## config.mk

```make
export PLATFORM = sky130hd
export DESIGN_NAME = src_phase_prep
export DESIGN_NICKNAME = d
export VERILOG_FILES = /design/src/rtl/spp_pkg.sv /design/src/rtl/spp_divider.sv /design/src/rtl/spp_phase_mul.sv /design/src/rtl/src_phase_prep.sv
export SDC_FILE = /design/constraint.sdc
export NUM_CORES = 1
export LEC_CHECK = 0
export ABC_AREA = 1
export BUFFER_PORTS_ARGS = -buffer_cell sky130_fd_sc_hd__buf_4
export CAP_MARGIN = 20
export CORE_ASPECT_RATIO = 1.2
export CORE_UTILIZATION = 25
export CTS_CLUSTER_SIZE = 14
export DETAILED_ROUTE_END_ITERATION = 8
export PLACE_DENSITY_LB_ADDON = 0.25
export SLEW_MARGIN = 5
export SYNTH_ARGS = -nofsm -noshare
export SYNTH_HDL_FRONTEND = slang
export SYNTH_SLANG_ARGS = --single-unit
```

## constraint.sdc

```tcl
create_clock -name clk -period 14.55 [get_ports clk]
set_input_delay 1.455 -clock clk [delete_from_list [all_inputs] [get_ports clk]]
set_output_delay 1.455 -clock clk [all_outputs]
set_load 0.005 [all_outputs]
```

## src/rtl/spp_pkg.sv

```systemverilog
package spp_pkg;

    typedef enum logic [1:0] {
        ST_IDLE     = 2'd0,
        ST_DIVIDE   = 2'd1,
        ST_MULTIPLY = 2'd2,
        ST_EMIT     = 2'd3
    } spp_state_e;

endpackage

```

## src/rtl/spp_divider.sv

```systemverilog
// Restoring divider: computes NUM / divisor, producing one quotient bit per clock.
module spp_divider #(
    parameter int              N_W = 24,
    parameter int              D_W = 12,
    parameter logic [N_W-1:0]  NUM = 24'd9000000
) (
    input  logic           clk,
    input  logic           rst_n,
    input  logic           start,
    input  logic [D_W-1:0] divisor,
    output logic           last,
    output logic [N_W-1:0] quot
);
    localparam int CNT_W = $clog2(N_W + 1);

    logic [D_W-1:0]   rem;
    logic [D_W-1:0]   dvs;
    logic [N_W-1:0]   sh;
    logic [CNT_W-1:0] cnt;
    logic [D_W:0]     trial;
    logic [D_W:0]     diff;
    logic             fits;

    always_comb begin
        trial = {rem, sh[N_W-1]};
        diff  = trial - {1'b0, dvs};
        fits  = (trial >= {1'b0, dvs});
    end

    always_ff @(posedge clk or negedge rst_n) begin
        if (!rst_n) begin
            rem <= '0;
            dvs <= '0;
            sh  <= '0;
            cnt <= '0;
        end else if (start) begin
            rem <= '0;
            dvs <= divisor;
            sh  <= NUM;
            cnt <= CNT_W'(N_W);
        end else if (cnt != '0) begin
            rem <= fits ? diff[D_W-1:0] : trial[D_W-1:0];
            sh  <= {sh[N_W-2:0], fits};
            cnt <= cnt - CNT_W'(1);
        end
    end

    assign last = (cnt == CNT_W'(1));
    assign quot = sh;

endmodule

```

## src/rtl/spp_phase_mul.sv

```systemverilog
// Forms the phase terms from the quotient and the lateral offsets, modulo one turn.
module spp_phase_mul #(
    parameter int               PH_W    = 16,
    parameter int               X_W     = 10,
    parameter int               Z_W     = 12,
    parameter int               N_W     = 24,
    parameter logic [PH_W-1:0]  K_DEPTH = 16'd40503
) (
    input  logic [N_W-1:0]        quot,
    input  logic signed [X_W-1:0] x,
    input  logic signed [X_W-1:0] y,
    input  logic [Z_W-1:0]        z,
    output logic [PH_W-1:0]       depth_ph,
    output logic [PH_W-1:0]       base_ph,
    output logic [PH_W-1:0]       step1_ph,
    output logic [PH_W-1:0]       step2_ph
);
    localparam int PW = N_W + 2 * X_W + Z_W + 4;

    logic signed [PW-1:0] xe, ye, qe, ze, kd;
    logic signed [PW-1:0] radial, odd, p_base, p_step1, p_depth;

    always_comb begin
        xe      = PW'(x);
        ye      = PW'(y);
        qe      = PW'(quot);
        ze      = PW'(z);
        kd      = PW'(K_DEPTH);
        radial  = xe * xe + ye * ye;
        odd     = xe + xe + PW'(1);
        p_base  = qe * radial;
        p_step1 = qe * odd;
        p_depth = ze * kd;
    end

    assign depth_ph = p_depth[PH_W-1:0];
    assign base_ph  = p_base[PH_W-1:0];
    assign step1_ph = p_step1[PH_W-1:0];
    assign step2_ph = quot[PH_W-1:0];

endmodule

```

## src/rtl/src_phase_prep.sv

```systemverilog
module src_phase_prep
    import spp_pkg::*;
#(
    parameter int               PH_W    = 16,
    parameter int               X_W     = 10,
    parameter int               Z_W     = 12,
    parameter int               A_W     = 8,
    parameter int               N_W     = 24,
    parameter logic [N_W-1:0]   K_NUM   = 24'd9000000,
    parameter logic [PH_W-1:0]  K_DEPTH = 16'd40503
) (
    input  logic                  clk,
    input  logic                  rst_n,
    input  logic                  src_valid,
    output logic                  src_ready,
    input  logic signed [X_W-1:0] src_x,
    input  logic signed [X_W-1:0] src_y,
    input  logic [Z_W-1:0]        src_z,
    input  logic [A_W-1:0]        src_amp,
    output logic                  prm_valid,
    output logic [PH_W-1:0]       prm_depth,
    output logic [PH_W-1:0]       prm_base,
    output logic [PH_W-1:0]       prm_step1,
    output logic [PH_W-1:0]       prm_step2,
    output logic [A_W-1:0]        prm_amp,
    output logic                  zero_err
);
    spp_state_e state, state_nx;

    logic                  take;
    logic                  accept;
    logic                  reject;
    logic                  div_last;
    logic [N_W-1:0]        quot;
    logic signed [X_W-1:0] lx, ly;
    logic [Z_W-1:0]        lz;
    logic [A_W-1:0]        lamp;
    logic [PH_W-1:0]       c_depth, c_base, c_step1, c_step2;

    assign take   = src_valid && (state == ST_IDLE);
    assign accept = take && (src_z != '0);
    assign reject = take && (src_z == '0);

    // state register
    always_ff @(posedge clk or negedge rst_n) begin
        if (!rst_n) state <= ST_IDLE;
        else        state <= state_nx;
    end

    // transitions
    always_comb begin
        state_nx = state;
        unique case (state)
            ST_IDLE:     if (accept)   state_nx = ST_DIVIDE;
            ST_DIVIDE:   if (div_last) state_nx = ST_MULTIPLY;
            ST_MULTIPLY:               state_nx = ST_EMIT;
            ST_EMIT:                   state_nx = ST_IDLE;
        endcase
    end

    // outputs and captured source
    always_ff @(posedge clk or negedge rst_n) begin
        if (!rst_n) begin
            lx        <= '0;
            ly        <= '0;
            lz        <= '0;
            lamp      <= '0;
            prm_valid <= 1'b0;
            prm_depth <= '0;
            prm_base  <= '0;
            prm_step1 <= '0;
            prm_step2 <= '0;
            prm_amp   <= '0;
            zero_err  <= 1'b0;
        end else begin
            zero_err  <= reject;
            prm_valid <= (state == ST_MULTIPLY);
            if (accept) begin
                lx   <= src_x;
                ly   <= src_y;
                lz   <= src_z;
                lamp <= src_amp;
            end
            if (state == ST_MULTIPLY) begin
                prm_depth <= c_depth;
                prm_base  <= c_base;
                prm_step1 <= c_step1;
                prm_step2 <= c_step2;
                prm_amp   <= lamp;
            end
        end
    end

    assign src_ready = (state == ST_IDLE);

    spp_divider #(
        .N_W (N_W),
        .D_W (Z_W),
        .NUM (K_NUM)
    ) u_div (
        .clk     (clk),
        .rst_n   (rst_n),
        .start   (accept),
        .divisor (src_z),
        .last    (div_last),
        .quot    (quot)
    );

    spp_phase_mul #(
        .PH_W    (PH_W),
        .X_W     (X_W),
        .Z_W     (Z_W),
        .N_W     (N_W),
        .K_DEPTH (K_DEPTH)
    ) u_mul (
        .quot     (quot),
        .x        (lx),
        .y        (ly),
        .z        (lz),
        .depth_ph (c_depth),
        .base_ph  (c_base),
        .step1_ph (c_step1),
        .step2_ph (c_step2)
    );

endmodule

```

==> results_dict.tcl, run 1 <==
set metrics [dict create \
    status "finished clean" \
    io-pin-count 118 \
    postSynth.topFlopCell "dfrtp_1" \
    max-slew-margin-rel_pct 28.81 \
    critPathMaxFanout 26 \
    drtPass1Iterations 5 \
    pins_over_their_slew_limit 0 \
    tritoncts_clock_tree "built" \
    via_count 17660 \
    synth_largest_area_cell "fa_1" \
    crit_path_max_incr_delay_ns 0.97 \
    htree_levels 4 \
    yosys_warnings 0 \
    kind_of_critical_path "reg2reg" \
    worst_ep_arrival_time_ns 11.53 \
    grt-ovfl-total 0 \
    synth_cells 2950 \
    dieArea_sq_um 94760 \
    synth_common_cells "796 x inv_1, 694 x nand2_1, 318 x fa_1" \
    floorplan.die.width_um 281.2 \
    number_of_post_cts_setup_repair_buffers 0 \
    skew_ns 0.01857 \
    r2r-end "prm_base[15]" \
    grt_pass1_vias 18240 \
    r2r_slack_ns 3.41 \
    r2r-start "lx[1]" \
    buffer_depth_of_the_longest_clock_path 2 \
    crit_path_frequent_cell "nand2_1" \
    async_reset_ff_share_pct 100.0 \
    antenna_found_initial 1 \
    cts.sinks 156 \
    cap_viol_max_count 0 \
    synth.net_count 3588 \
    antennaDiodeCount 0 \
    cts_repair_resize_count 0 \
    grt_util_all_layers_pct 13.44 \
    post_synth_num_cell_types 52 \
    synth.ff_latch_count 156 \
    root_buffer "clkbuf_16" \
    reg2reg_depth 52 \
    drc_errors 0 \
    crit_slowest_cell "dfrtp_1" \
    min-delay-path-class "reg2reg" \
    grt_start_max_net_pins 103 \
    timing.critical_path.to_type "flop" \
    placeableCoreArea_sq_um 92500 \
    fmax_ghz 0.08980 \
    gp_routability_congestion 0.8177 \
    syn_avg_cell_area_sq_um 7.926 \
    pre_cts_slack_ns 3.396 \
    placement.io_buffers 117 \
    synth-edff-count 0 \
    ys_seq_area_share_pct 16.70 \
    drt_wl_total_um 60540 \
    report.final.hold_viol_count 0 \
    post_drt_via_cell_ratio 4.136 \
    final_min_period_over_clock_period_pct 76.54 \
    critical_path.endpoint "prm_base[15]" \
    final_period_minus_worst_setup_slack_ns 11.14 \
    number_of_routed_nets_with_antenna_violations 0 \
    grt_pass1_wl_um 99130 \
    floorplan.rows 122 \
    ctsHoldBuffers 0 \
    setup.worst_path.start "lx[1]" \
    final.setup.tns_ns 0 \
    drt_iter0_drc 739 \
    post-synth-top-count-cell "inv_1" \
    synthToLayoutAreaGrowth_pct 12.29 \
    cts.reportedPaths.clkPinSlew_ns 0.09 \
    unrepaired_setup_endpoints_after_global_routing "false" \
    yosys.area.top_type_share_pct 27.23 \
    worstPathRequired_ns 14.94 \
    worst_skew_pair.late_latency_ns 0.51 \
    synth_area_sq_um 23380 \
    layout.nets 3654 \
    tritoncts.num_buffers 17 \
    cp-start-kind "flop" \
    final_setup_viols 0 \
    synthTopCellsByArea "fa_1 27%, dfrtp_1 17%, ha_1 15%" \
    die_height_um 337.0 \
    floorplan.initialDensity_pct 25.28 \
    detail_route.wl_per_cell_um 14.18 \
    drive_above_1_share_pct 7.098 \
    detailedPlacementHpwl_um 48800 \
    worst_slack_setup_final_ns 3.414 \
    worst_pin_slew_ns 1.068 \
]
worst min-delay path by stage:
stage | from | slack, ns | cells after the start | to
after floorplan | lamp[0] | 0.45 | 2 | lamp[0]
after global placement | lamp[4] | 0.46 | 2 | prm_amp[4]
after detailed placement | lamp[4] | 0.46 | 2 | prm_amp[4]
after CTS | lamp[7] | 0.47 | 2 | prm_amp[7]
after global routing | prm_step1[3] | 0.50 | 2 | prm_step1[3]
final | lamp[7] | 0.47 | 2 | prm_amp[7]
sequential cells by signal, indices dropped and copies added (netlist names), 2 cells and up:
| name | flops |
|---|---|
| u_div.dvs | 12 |
| lamp | 8 |
| prm_step2 | 15 |
| ly | 10 |
| lx | 10 |
| prm_base | 16 |
| state | 2 |
| prm_amp | 8 |
| prm_depth | 16 |
| prm_step1 | 16 |
| u_div.cnt | 5 |
| u_div.quot | 24 |
| u_div.rem | 12 |
metrics by stage:
stage / cells / utilization (%) / area, sq um / hold slack, ns
after CTS: 4268 / 28.36 / 26240 / 0.4738
final: 4269 / 28.38 / 26260 / 0.4689
after floorplan: 2950 / - / 23380 / 0.4492
after global routing: 4269 / 28.38 / 26260 / 0.5041
after detailed placement: 4236 / 27.67 / 25600 / 0.4597
after global placement: 4236 / 27.67 / 25600 / 0.4554
metal layers:
layer / track usage, % / wire length [um] / vias up
met2: 23.57 / 30280 / 185
met3: 2.335 / 1844 / 42
met1: 17.00 / 27480 / 8566
li1: - / - / 8864
met4: 3.151 / 925 / 0
met5: 0 / 0 / -
cell families (layout without fill, tap and decap cells):
family	after synthesis	after routing	synth area share, %
other cells	2	2	0.03212
simple gates	950	950	16.54
fa+ha+maj	595	595	42.05
flops	156	156	16.70
buf+inv	892	971	14.48
xor+xnor	112	112	4.227
compound gates	243	243	5.977
layout by cell type, fill, tap and decap left out, types with 5 or more instances in the layout:
master,instances
clkinv_8,5
nand4_1,9
inv_1,794
o31ai_1,6
nand2_1,694
dfrtp_1,156
a31oi_1,6
o21ai_0,96
nand2_2,19
buf_4,135
a22oi_1,7
o21bai_1,16
fa_1,318
nor4_1,5
ha_1,276
nor3_1,15
o22ai_1,24
nand3_2,5
inv_2,5
xor2_1,60
nor2_1,114
xnor2_1,51
nand3_1,67
nand3b_1,6
a21oi_1,65
clkbuf_16,17
critical path, delay by kind of cell (launching register included):
| kind | cells | cell delay [ns] |
|---|---|---|
| AO/OA/AOI/OAI | 8 | 1.38 |
| XOR/XNOR | 1 | 0.15 |
| adder cells (fa/ha/maj) | 14 | 6.35 |
| buffers and inverters | 11 | 0.60 |
| AND/OR/NAND/NOR | 18 | 1.57 |
| flip-flops | 1 | 0.97 |
final cells by class:
cell class,count,area [sq um]
tap,1240,1551
timing repair buffer,137,1047
clock inverter,15,215.2
inverter,802,3018
fill,10180,66250
clock buffer,17,425.4
sequential,156,3904
multi-input combinational,1902,16100
Power of run 1 is not shown: default switching activity piles up to over one toggle a cycle in this logic, so the estimate is an artifact.
==> run 2, diff against run 1 <==
Settings changed: ABC_AREA 1 to 0.
Clock period 14.55 ns to 11.2 ns, I/O delays scaled along.
==> results_dict.tcl, run 2 <==
set metrics [dict create \
    die_height_um 330.5 \
    worst_pin_slew_ns 0.7639 \
    crit_slowest_cell "fa_1" \
    cts.sinks 156 \
    crit_path_max_incr_delay_ns 0.56 \
    synth_common_cells "499 x inv_1, 318 x fa_1, 315 x nand2_1" \
    fmax_ghz 0.09330 \
    pins_over_their_slew_limit 0 \
    drt_wl_total_um 56140 \
    floorplan.rows 120 \
    grt_start_max_net_pins 65 \
    final.setup.tns_ns 0 \
    htree_levels 4 \
    drt_iter0_drc 431 \
    critPathMaxFanout 7 \
    drc_errors 0 \
    synth_largest_area_cell "fa_1" \
    total_routed_wire_length_on_the_met1_layer_um 24560 \
    worstPathRequired_ns 11.57 \
    final_period_minus_worst_setup_slack_ns 10.72 \
    grt_pass1_wl_um 92460 \
    async_reset_ff_share_pct 100.0 \
    grt_util_all_layers_pct 13.17 \
    status "finished clean" \
    crit_path_frequent_cell "fa_1" \
    postSynth.topFlopCell "dfrtp_1" \
    layout.cells.most_common "inv_1" \
    post_synth_num_cell_types 49 \
    post_drt_via_cell_ratio 4.199 \
    skew_ns 0.02260 \
    unrepaired_setup_endpoints_after_global_routing "false" \
    yosys_warnings 0 \
    synth-edff-count 0 \
    via_count 15800 \
    dieArea_sq_um 91130 \
    drive_above_1_share_pct 15.21 \
    ctsHoldBuffers 0 \
    tritoncts_clock_tree "built" \
    yosys.area.top_type_share_pct 28.32 \
    antenna_found_initial 0 \
    number_of_routed_nets_with_antenna_violations 0 \
    synth.net_count 3044 \
    cts.reportedPaths.clkPinSlew_ns 0.08 \
    critPathBufInv 5 \
    grt_pass1_vias 17110 \
    cp-start-kind "flop" \
    pre_cts_slack_ns -0.1165 \
    drtPass1Iterations 4 \
    reg2reg_depth 39 \
    largest_register_ff_count 24 \
    final_min_period_over_clock_period_pct 95.70 \
    worst-path-stages 39 \
    tritoncts.num_buffers 17 \
    detail_route.wl_per_cell_um 14.92 \
    gp_routability_congestion 0.7898 \
    synthToLayoutAreaGrowth_pct 16.90 \
    floorplan.initialDensity_pct 25.21 \
    detailedPlacementHpwl_um 45320 \
    post-synth-top-count-cell "inv_1" \
    syn_avg_cell_area_sq_um 9.343 \
    wl_met3_um 1575 \
    io-pin-count 118 \
    synth.ff_latch_count 156 \
    timing.hold.ws_ns 0.4749 \
    timing.critical_path.to_type "flop" \
    ys_seq_area_share_pct 17.37 \
    floorplan.die.width_um 275.7 \
    synth_cells 2406 \
    highest-signal-layer "met4" \
    min_delay_path_depth 2 \
    layout.nets 3228 \
    kind_of_critical_path "reg2reg" \
    placement.io_buffers 117 \
    worst_ep_arrival_time_ns 11.09 \
    final_setup_viols 0 \
    post-route-util_pct 29.47 \
    routed-wl-met2_um 28970 \
    buffer_depth_of_the_longest_clock_path 2 \
    placeableCoreArea_sq_um 89190 \
    layout.cells.most_common_list "497 x inv_1, 316 x fa_1, 314 x nand2_1, 273 x ha_1, 254 x buf_4" \
    report.final.hold_viol_count 0 \
    synth_area_sq_um 22480 \
    grt-ovfl-total 0 \
    max-slew-margin-rel_pct 49.07 \
    cap_viol_max_count 0 \
    min-delay-path-class "reg2reg" \
    antennaDiodeCount 0 \
    worst_slack_setup_final_ns 0.4818 \
    root_buffer "clkbuf_16" \
    path_delay_family "adder cells" \
    worst_skew_pair.late_latency_ns 0.49 \
    synthTopCellsByArea "fa_1 28%, dfrtp_1 17%, ha_1 15%" \
]
run 2: changes by cell type after synthesis, moves of 36 or more:
cell     before  now
nor2_1      114   41
mux2_2        0   66
inv_1       796  499
and2_1        1  173
nand3_1      67   14
nand2_1     694  315
xnor2_1      51  130
xor2_1       60   24
run 2: repair_timing:
item,CTS,global route
pin swaps,21,33
gates resized for setup,15,17
setup endpoints to repair,1,1
buffers inserted,5,3
run 2: worst paths after layout:
path | startpoint | to | slack, ns
setup / recovery | ly[6] | prm_base[15] | 0.48
hold / removal | lamp[2] | lamp[2] | 0.47
setup reg to reg | ly[6] | prm_base[15] | 0.48
hold reg to reg | lamp[2] | lamp[2] | 0.47
max in group asynchronous | rst_n | prm_base[2] | 9.40
min in group asynchronous | rst_n | state[1] | 0.62
run 2: cell type report:
type                    instances  area, sq um
multi-input cells            1660        16510
repair buffers                256         1932
well taps                    1159         1450
fillers                      9608        62910
clock buffers                  17        425.4
inverters                     499         1873
clock inverters                15        177.7
flip-flops and latches        156         3909
run 2: routing by layer:
metal / vias up / GRT usage, %
met5: - / 0
met3: 44 / 2.066
met1: 7863 / 15.88
li1: 7738 / -
met2: 150 / 23.92
met4: 0 / 3.763
run 2: logic make-up (layout without fill, tap and decap cells):
kind of cell | count (synthesis) | count (layout) | synth area share (%)
XOR/XNOR | 162 | 162 | 6.807
flip-flops | 156 | 156 | 17.37
multiplexers | 73 | 73 | 3.640
AND/OR/NAND/NOR | 606 | 606 | 12.79
buffers and inverters | 590 | 787 | 9.890
AO/OA/AOI/OAI | 222 | 222 | 5.738
adder cells (fa/ha/maj) | 595 | 595 | 43.74
other | 2 | 2 | 0.03341
run 2: worst register-to-register path, delay by kind of cell (launching register included):
kind	cells	cell delay (ns)
adder cells (fa/ha/maj)	13	5.77
XOR/XNOR	11	2.13
multiplexers	1	0.26
buffers and inverters	5	0.33
flip-flops	1	0.39
AND/OR/NAND/NOR	6	1.22
AO/OA/AOI/OAI	3	0.51
run 2: metrics by stage:
stage | instance area [sq um] | std cells
floorplan | 22500 | 2406
finish | 26280 | 3762
CTS | 26190 | 3759
detailed placement | 25490 | 3722
global route | 26280 | 3762
global placement | 25490 | 3722
Power of run 2 is left out for the same reason.
==> run 3, diff against run 2 <==
Settings changed: ABC_AREA 0 to 1.
==> results_dict.tcl, run 3 (synthesis gave the netlist of run 1 again) <==
set metrics [dict create \
    status "finished clean" \
    dieArea_sq_um 94760 \
    worst_slack_setup_final_ns 0.6697 \
    drive_above_1_share_pct 7.730 \
    placement.io_buffers 117 \
    grt_util_all_layers_pct 13.43 \
    io-pin-count 118 \
    max-slew-margin-rel_pct 27.12 \
    multiInputGateArea_sq_um 16110 \
    drt_iter0_drc 733 \
    placeableCoreArea_sq_um 92500 \
    floorplan.rows 122 \
    worst_skew_pair.late_latency_ns 0.50 \
    antenna_found_initial 0 \
    grt-ovfl-total 0 \
    fillCellCount 10210 \
    worstPathRequired_ns 11.58 \
    largest_register_ff_count 24 \
    detailedPlacementHpwl_um 48790 \
    tritoncts_clock_tree "built" \
    pre_cts_slack_ns 0.5738 \
    cp-start-kind "flop" \
    die_height_um 337.0 \
    via_count 17720 \
    post-route-util_pct 28.49 \
    floorplan.initialDensity_pct 25.28 \
    number_of_routed_nets_with_antenna_violations 0 \
    skew_ns 0.01524 \
    crit_path_max_incr_delay_ns 0.56 \
    antennaDiodeCount 0 \
    drt_wl_total_um 60030 \
    cts.reportedPaths.clkPinSlew_ns 0.08 \
    tritoncts.num_buffers 17 \
    layout.nets 3665 \
    drc_errors 0 \
    crit_slowest_cell "fa_1" \
    root_buffer "clkbuf_16" \
    grt_start_max_net_pins 103 \
    min-delay-path-class "reg2reg" \
    crit_path_frequent_cell "nand2_1" \
    final_setup_viols 0 \
    layout.cells.most_common_list "794 x inv_1, 694 x nand2_1, 318 x fa_1, 276 x ha_1, 149 x dfrtp_1" \
    critPathMaxFanout 9 \
    detail_route.wl_per_cell_um 14.03 \
    timing.critical_path.to_type "flop" \
    worst_ep_arrival_time_ns 10.91 \
    gp_routability_congestion 0.8276 \
    htree_levels 4 \
    cts.sinks 156 \
    area_taken_by_flip_flops_and_latches_sq_um 3913 \
    buffer_depth_of_the_longest_clock_path 2 \
    drtPass1Iterations 5 \
    cap_viol_max_count 0 \
    grt_pass1_wl_um 98980 \
    ctsHoldBuffers 0 \
    synthToLayoutAreaGrowth_pct 12.72 \
    layoutNonFillerInstCount 4280 \
    worst_pin_slew_ns 1.093 \
    place_inst 4247 \
    report.final.hold_viol_count 0 \
    layout.cells.most_common "inv_1" \
    final_min_period_over_clock_period_pct 94.02 \
    pins_over_their_slew_limit 0 \
    kind_of_critical_path "reg2reg" \
    grt_pass1_vias 18670 \
    floorplan.die.width_um 281.2 \
    post_drt_via_cell_ratio 4.140 \
    final_period_minus_worst_setup_slack_ns 10.53 \
    fmax_ghz 0.09496 \
]
## run 3: worst max-delay path: cells and delay by family, from the launching register on
kind	cells	cell delay (ns)
xor+xnor	1	0.17
simple gates	17	1.45
compound gates	9	1.29
fa+ha+maj	14	6.28
buf+inv	12	0.84
flops	1	0.38
## run 3: what timing repair did
action	4_1_cts	5_1_grt
endpoints found under the setup margin	0	1
endpoints found under the hold margin	0	0
resized for setup	0	11
setup buffers	0	1
## run 3: stage by stage
stage | hold slack, ns | setup TNS, ns | area [sq um]
floorplan | 0.4492 | 0 | 23380
CTS | 0.4702 | 0 | 26330
global placement | 0.4572 | 0 | 25680
global route | 0.4988 | -0.02754 | 26360
detailed placement | 0.4583 | 0 | 25680
finish | 0.4705 | 0 | 26360
## run 3: routing by layer
| layer | part of all wire, % | track usage (%) | vias up |
|---|---|---|---|
| met5 | 0 | 0 | - |
| met2 | 50 | 23.47 | 199 |
| met4 | 1.9 | 3.686 | 0 |
| li1 | - | - | 8881 |
| met1 | 46 | 17.17 | 8584 |
| met3 | 2.7 | 1.822 | 56 |
## run 3: final timing paths
kind / from / end / slack [ns] / depth (start not counted)
worst min register to register: lamp[7] / prm_amp[7] / 0.47 / 2
max in group asynchronous: rst_n / ly[3] / 8.94 / 2
worst max-delay path: lx[5] / prm_base[15] / 0.67 / 53
worst max register to register: lx[5] / prm_base[15] / 0.67 / 53
min in group asynchronous: rst_n / u_div.dvs[8] / 0.70 / 1
worst min-delay path: lamp[7] / prm_amp[7] / 0.47 / 2
## run 3: final cells by class
type / instances / area share, %
Multi-Input combinational cell: 1902 / 61.10
Sequential cell: 156 / 14.84
Inverter: 802 / 11.45
Tap cell: 1240 / 5.886
Timing Repair Buffer: 148 / 4.253
Clock buffer: 17 / 1.614
Clock inverter: 15 / 0.8497
Power of run 3 is left out for the same reason.
